$ cat config.mk
export PLATFORM = sky130hd
export DESIGN_NAME = host_post_ctrl
export DESIGN_NICKNAME = d
export VERILOG_FILES = /design/src/rtl/host_post_ctrl.sv
export SDC_FILE = /design/constraint.sdc
export NUM_CORES = 1
export LEC_CHECK = 0
export CELL_PAD_IN_SITES_DETAIL_PLACEMENT = 1
export CELL_PAD_IN_SITES_GLOBAL_PLACEMENT = 1
export CORE_MARGIN = 8
export CORE_UTILIZATION = 40
export DETAILED_ROUTE_END_ITERATION = 16
export DONT_BUFFER_PORTS = 1
export PLACE_DENSITY_LB_ADDON = 0.1
export SLEW_MARGIN = 40
export SYNTH_ARGS = -nofsm -noshare
export SYNTH_HDL_FRONTEND = slang
export SYNTH_SLANG_ARGS = --single-unit
$ cat constraint.sdc
create_clock -name clk -period 1.8 [get_ports clk]
set_clock_uncertainty 0.2 [all_clocks]
set_input_delay 0.09 -clock clk [delete_from_list [all_inputs] [get_ports clk]]
set_output_delay 0.09 -clock clk [all_outputs]
set_load 0.02 [all_outputs]
$ cat src/rtl/host_post_ctrl.sv
module host_post_ctrl #(
  parameter int AW = 16,
  parameter int DW = 16
) (
  input  logic          clk,
  input  logic          rst_n,
  input  logic          host_sel,
  input  logic          host_wr,
  input  logic          host_rd,
  input  logic          host_auto,
  input  logic          host_ald,
  input  logic [AW-1:0] host_addr,
  input  logic [DW-1:0] host_wdata,
  output logic          host_rdy,
  output logic [DW-1:0] host_rdata,
  output logic [1:0]    phase,
  output logic          ddin,
  output logic          alatch_n,
  output logic          cas_n,
  output logic          hoe_n,
  output logic          we_n,
  output logic [AW-1:0] mem_addr,
  output logic [DW-1:0] mem_wdata,
  input  logic [DW-1:0] mem_rdata
);
  localparam logic [1:0] Q1 = 2'd0, Q2 = 2'd1, Q3 = 2'd2, Q4 = 2'd3;
  localparam logic [1:0] K_WR = 2'd0, K_RD = 2'd1, K_PF = 2'd2;

  logic [1:0]    ph, kind;
  logic          seen, acc, acc_wr, acc_auto;
  logic          cyc, cyc_auto, pf_pend, wbuf_vld, rdy;
  logic [AW-1:0] addr;
  logic [DW-1:0] wbuf, rdata;

  wire strobe = host_sel & (host_wr | host_rd);
  wire samp   = (ph == Q3);
  wire start  = (ph == Q4);
  wire done   = cyc & (ph == Q3);
  wire wr_cyc = cyc & (kind == K_WR);
  wire grant  = wr_cyc & (ph == Q1);

  always_ff @(posedge clk) begin
    if (!rst_n) begin
      ph       <= Q1;
      seen     <= 1'b0;
      acc      <= 1'b0;
      acc_wr   <= 1'b0;
      acc_auto <= 1'b0;
      cyc      <= 1'b0;
      kind     <= K_WR;
      cyc_auto <= 1'b0;
      pf_pend  <= 1'b0;
      wbuf_vld <= 1'b0;
      wbuf     <= '0;
      rdata    <= '0;
      addr     <= '0;
      rdy      <= 1'b0;
    end else begin
      ph   <= ph + 2'd1;
      seen <= strobe & (seen | samp);
      rdy  <= strobe & (rdy | grant | (done & (kind == K_RD)));

      if (samp && strobe && !seen) begin
        acc      <= 1'b1;
        acc_wr   <= host_wr;
        acc_auto <= host_auto;
      end else if (start) begin
        acc <= 1'b0;
      end

      if (start && acc) begin
        cyc      <= 1'b1;
        kind     <= acc_wr ? K_WR : K_RD;
        cyc_auto <= acc_auto;
      end else if (start && pf_pend) begin
        cyc      <= 1'b1;
        kind     <= K_PF;
        cyc_auto <= 1'b0;
        pf_pend  <= 1'b0;
      end else if (done) begin
        cyc      <= 1'b0;
        wbuf_vld <= 1'b0;
        if (kind != K_WR) rdata <= mem_rdata;
        if (kind == K_WR && cyc_auto) pf_pend <= 1'b1;
      end

      if (grant) begin
        wbuf_vld <= 1'b1;
        wbuf     <= host_wdata;
      end

      if (host_ald) addr <= host_addr;
      else if (done && cyc_auto) addr <= addr + 1'b1;
    end
  end

  assign phase      = ph;
  assign host_rdy   = rdy;
  assign host_rdata = rdata;
  assign mem_addr   = addr;
  assign mem_wdata  = wbuf;
  assign ddin       = (acc & acc_wr) | wr_cyc;
  assign alatch_n   = ~cyc;
  assign cas_n      = ~cyc;
  assign hoe_n      = ~wr_cyc;
  assign we_n       = ~wbuf_vld;

  assert_cycle_starts_q1_R2: assert property (@(posedge clk) disable iff (!rst_n)
    $fell(cas_n) |-> phase == Q1);
  assert_strobes_high_q4_R4: assert property (@(posedge clk) disable iff (!rst_n)
    phase == Q4 |-> (cas_n && alatch_n && hoe_n && we_n));
  assert_wr_ready_q2_R3: assert property (@(posedge clk) disable iff (!rst_n)
    ($rose(host_rdy) && !we_n) |-> phase == Q2);
  assert_no_ready_while_posted_R5: assert property (@(posedge clk) disable iff (!rst_n)
    $rose(host_rdy) |-> !$past(wbuf_vld));
  assert_ddin_in_write_R6: assert property (@(posedge clk) disable iff (!rst_n)
    !we_n |-> ddin);
  assert_ready_needs_strobe_R7: assert property (@(posedge clk) disable iff (!rst_n)
    host_rdy |-> $past(host_sel && (host_wr || host_rd)));
endmodule

# Word level (Yosys, flattened, before mapping)
# Cells that the tools add are included.
dict set report classes {
  add_sub_neg 2
  eq_ne 5
  mux 18
  bitwise 18
  reduce_logical 20
}
# op count
set ops {}
lappend ops {{16-bit 2-to-1 mux} 2}
lappend ops {{16-bit by 1-bit adder with 16-bit output, second input constant} 1}
lappend ops {{1-bit 2-to-1 mux} 14}
lappend ops {{2-bit nonzero test} 7}
lappend ops {{1-bit bitwise AND} 8}
lappend ops {{1-bit logical AND} 6}
lappend ops {{3-bit AND reduction} 2}
lappend ops {{1-bit NOT} 5}
lappend ops {{1-bit OR} 5}
lappend ops {{2-bit == test, second input constant} 2}
lappend ops {{2-bit logical NOT} 2}
lappend ops {{2-bit 2-to-1 mux} 2}
lappend ops {{2-bit != test, second input constant} 2}
lappend ops {{4-bit AND reduction} 1}
lappend ops {{3-bit nonzero test} 1}
lappend ops {{2-bit by 1-bit adder with 2-bit output, second input constant} 1}
lappend ops {{2-bit by 1-bit == test with 1-bit output, second input constant} 1}
lappend ops {{1-bit logical NOT} 1}
dict set report word_totals {
  reg_bits 61
  in_bits 55
  output_inout_bits 56
  elab_cells 77
}

# Logic depth before layout (Yosys ltp)
dict set report logic_depth {
  ltp_word 6
  ltp_mapped 8
  ltp_nobuf 6
}

# Worst setup path before layout
# Ideal clock, no wire load.
dict set report synth_timing {
  path_kind {reg2reg}
  startpoint {reg ph[1], in the netlist phase[1]}
  endpoint {reg addr[12], in the netlist mem_addr[12]}
  setup_time_ps 133
  arrival_ps 1559
  required_time_ps 1467
  slack_ps -91
  stages_incl_launch_ff 8
  n_path_buf 2
  synth_period_minus_slack_ps 1891
  path_cell_list {dfxtp_1 > ha_1 > buf_4 > nand4_4 > buf_6 > nor4_2 > xnor2_1 > a21oi_1}
}
dict set report synth_between {
  elab_chain_cells 4
}
# element line
set synth_rtl {}
lappend synth_rtl {{from (decl)} 29} ;# logic [1:0] ph, kind;
lappend synth_rtl {{from (signal assigned)} 59} ;# ph <= ph + 2'd1;
lappend synth_rtl {{2-bit == test} 38} ;# wire done = cyc & (ph == Q3);
lappend synth_rtl {{1-bit bitwise AND} 38}
lappend synth_rtl {{1-bit logical AND} 93} ;# else if (done && cyc_auto) addr <= addr + 1'b1;
lappend synth_rtl {{2-bit nonzero test (no line)} n/a}
lappend synth_rtl {{to (signal assigned)} 92} ;# if (host_ald) addr <= host_addr;
lappend synth_rtl {{to (signal assigned)} 93}
lappend synth_rtl {{to (decl)} 32} ;# logic [AW-1:0] addr;
# No other way between the ends.
# A chain may end at the register's enable or synchronous reset.

# Final worst setup path
dict set report layout_timing {
  startpoint {reg addr[0], in the netlist mem_addr[0]}
  endpoint {reg addr[14], in the netlist mem_addr[14]}
}
dict set report layout_between {
  elab_chain_cells 3
}
# element line
set layout_rtl {}
lappend layout_rtl {{16-bit by 1-bit adder with 16-bit output} 93}
lappend layout_rtl {{16-bit 2-to-1 mux} 93}
lappend layout_rtl {{16-bit 2-to-1 mux} 92}
# No other way between the ends. The select of a mux whose other input is x is not followed.

==> impl_metrics.yaml <==
floorplan:
  io-pin-count: 111
  core_area_sq_mm: 0.00664
  dieArea_sq_mm: 0.00959
  num_rows: 30
  die_h_microns: 98.0
  start_util: 0.404
  die_w_microns: 98.0
synthesis:
  syn_area_sq_mm: 0.00269
  synth_seq_area_share: 0.455
  synthAdderAreaFrac: 0.0186
  synth_top_family_by_area: "simple AND/OR/NAND/NOR gates"
  synth-main-ff-cell: "dfxtp_1"
  syn-mean-instance-area_sq_um: 8.67
  ys_ff_latch: 61
  synth_edf_count: 0
  synth_compound_area_frac: 0.186
  yosys.area_share.simple: 0.239
  synth_warnings: 0
  synth_fp_nets: 369
  synth.distinct_cells: 43
  ys_async_sr_fraction: 0
  netlist_instances: 310
  synth_mux_area_frac: 0.0154
  synth-xor-area-share: 0.0359
outcome:
  status: "completed"
worst_setup_path:
  crit_start: "mem_addr[0]"
  start_kind: "register"
  critPathKind: "register to register"
  crit_path_max_fanout: 5
  cp.required_ns: 1.82
  crit_arrival_ns: 1.74
  endpoint_kind: "register"
  r2r-start: "mem_addr[0]"
timing:
  slew_headroom: 0.610
  report.final.setup_viol: 0
  fin_crit_ns: 1.72
  min_period_over_period: 0.955
  drv_slew: 0
  setup_tns_ns: 0
  hold_viol: 0
  fmax_mhz: 582
  worst_slew_pin_slew_ns: 0.584
finish:
  regArea_sq_mm: 0.00122
  num_antenna_cells: 0
  final_cell_mix: "76 x nand2_1, 59 x dfxtp_1, 54 x dlygate4sd3_1"
  final_common_cell: "nand2_1"
  drive_gt1_frac: 0.169
  multi_input_area_sq_mm: 0.00143
  area.growth.synth_to_final_pct: 41.0
  final_nets: 445
  fin_cells: 470
  fillCellCount: 752
cts:
  htree_levels: 3
  clk_pin_slew_ns: 0.07
  clock_sinks: 61
  cts_tree: "yes"
  clk-insertion-delay-late_ns: 0.33
  cts_buffer_depth: 2
  cts_root_buf: "clkbuf_8"
  cts-buffers-inserted: 9
global_route:
  grt_use_total: 0.170
  grt_pass1_wl_microns: 13200
  antenna_found_initial: 0
  grt_pass1_vias: 2643
  grt_overflow_total: 0
  grt_max_degree: 61
power:
  power.internal_mw: 2.17
  p_leak_nw: 1.45
  power_frac_comb: 0.116
  ir_drop_mv: 0.356
  swShare: 0.248
  seqPwrFrac: 0.494
  clock_power_share: 0.390
  total_power_mw: 2.88
  p_per_area_mw_per_mm2: 761
  switchingPower_mw: 0.716
routing:
  drt_wl_total_microns: 8280
  drt-initial-drc-count: 70
  routed_via_density: 5.23
  detail-route-antenna-nets: 0
  vias: 2457
  wl_per_cell_microns: 17.6
  drt_pass1_iterations: 4
  drc: 0
placed_design:
  dp_hpwl_microns: 5260
  port_buffers: 0
  dp.cells: 400
  gp_congestion: 0.713
run:
  maxCapViolCount: 0
worst_hold_path:
  hold_path.class: "input port to register"
  min_from: "host_ald"
repair_timing:
action,CTS,global route
setup endpoints to repair,6,14
pin swaps,1,5
hold endpoints to repair,61,0
buffers inserted,0,0
hold buffers,55,0
gates resized for setup,4,18
gates cloned,0,0
worst max-delay path: stages (launching register included):
cell      delay (ns)
dfxtp_1         0.43
ha_1            0.22
nand2_2         0.15
nor3_4          0.22
a21boi_1        0.10
o311a_1         0.29
metrics by stage:
stage | area, sq um | hold WS (ns) | utilization | setup WS (ns)
after floorplan | 2690 | 0.0249 | - | 0.000540
after global placement | 2950 | 0.0170 | 0.444 | 0.0369
after detailed placement | 2950 | 0.0181 | 0.444 | 0.0161
after CTS | 3700 | 0.00996 | 0.557 | 0.00153
after global routing | 3790 | 0.0685 | 0.570 | -0.0427
final | 3790 | 0.0420 | 0.570 | 0.0817
cell usage after synthesis, types with 3 or more instances:
cell	number	area (sq um)
dfxtp_1	61	1220
o211a_1	3	30.0
buf_4	3	22.5
o21ai_0	13	65.1
nor2_1	7	26.3
o311a_1	3	30.0
nand4_1	3	18.8
ha_1	4	50.1
nand2_1	78	293
clkbuf_1	10	37.5
mux2i_1	3	30.0
inv_1	10	37.5
nor2b_1	5	31.3
buf_2	5	25.0
a21boi_1	11	82.6
nor4_2	4	50.1
nand3_1	6	30.0
a21oi_1	10	50.1
a31oi_1	3	18.8
xnor2_1	8	70.1
nand2b_1	5	31.3
nor3_1	5	25.0
a21boi_0	23	173
xor2_1	3	26.3
and2_1	4	25.0
per-layer routing:
| layer | wire, microns | up-vias | GRT usage |
|---|---|---|---|
| li1 | - | 1200 | - |
| met1 | 3310 | 1179 | 0.179 |
| met2 | 4280 | 68 | 0.298 |
| met3 | 579 | 10 | 0.0619 |
| met4 | 107 | 0 | 0.0743 |
| met5 | 0 | - | 0 |
power by group through the flow:
stage,Sequential [mW],Clock (mW),Combinational [mW]
6_report,1.42,1.12,0.335
5_1_grt,1.43,1.22,0.365
4_1_cts,1.42,1.16,0.331
3_5_place_dp,1.45,0,0.207
3_3_place_gp,1.45,0,0.204
2_1_floorplan,1.48,0,0.114
state kept, by name, indices dropped and copies added (netlist names):
name / cells
mem_addr: 16
cyc: 1
acc_auto: 1
host_rdy: 1
acc: 1
wbuf_vld: 1
host_rdata: 16
acc_wr: 1
phase: 2
cyc_auto: 1
pf_pend: 1
mem_wdata: 16
kind: 2
seen: 1
kinds of logic after synthesis:
kind of cell	count (synthesis)
AND/OR/NAND/NOR	129
AO/OA/AOI/OAI	72
flip-flops	61
buffers and inverters	29
XOR/XNOR	11
multiplexers	4
adder cells (fa/ha/maj)	4
final cells by class:
type,count,share of cell area
clock buffers,14,0.0456
clock inverters,1,0.00132
inverters,10,0.00991
multi-input cells,220,0.376
flip-flops and latches,61,0.323
well taps,80,0.0264
repair buffers,84,0.217
path summary, 6_finish.rpt:
check	slack, ns	cells past startpoint	to
hold / removal	0.04	2	mem_addr[11]
setup / recovery	0.08	5	mem_addr[14]
hold reg to reg	0.29	2	seen
setup reg to reg	0.08	5	mem_addr[14]
Note: power is estimated with default switching activity, not from simulation.
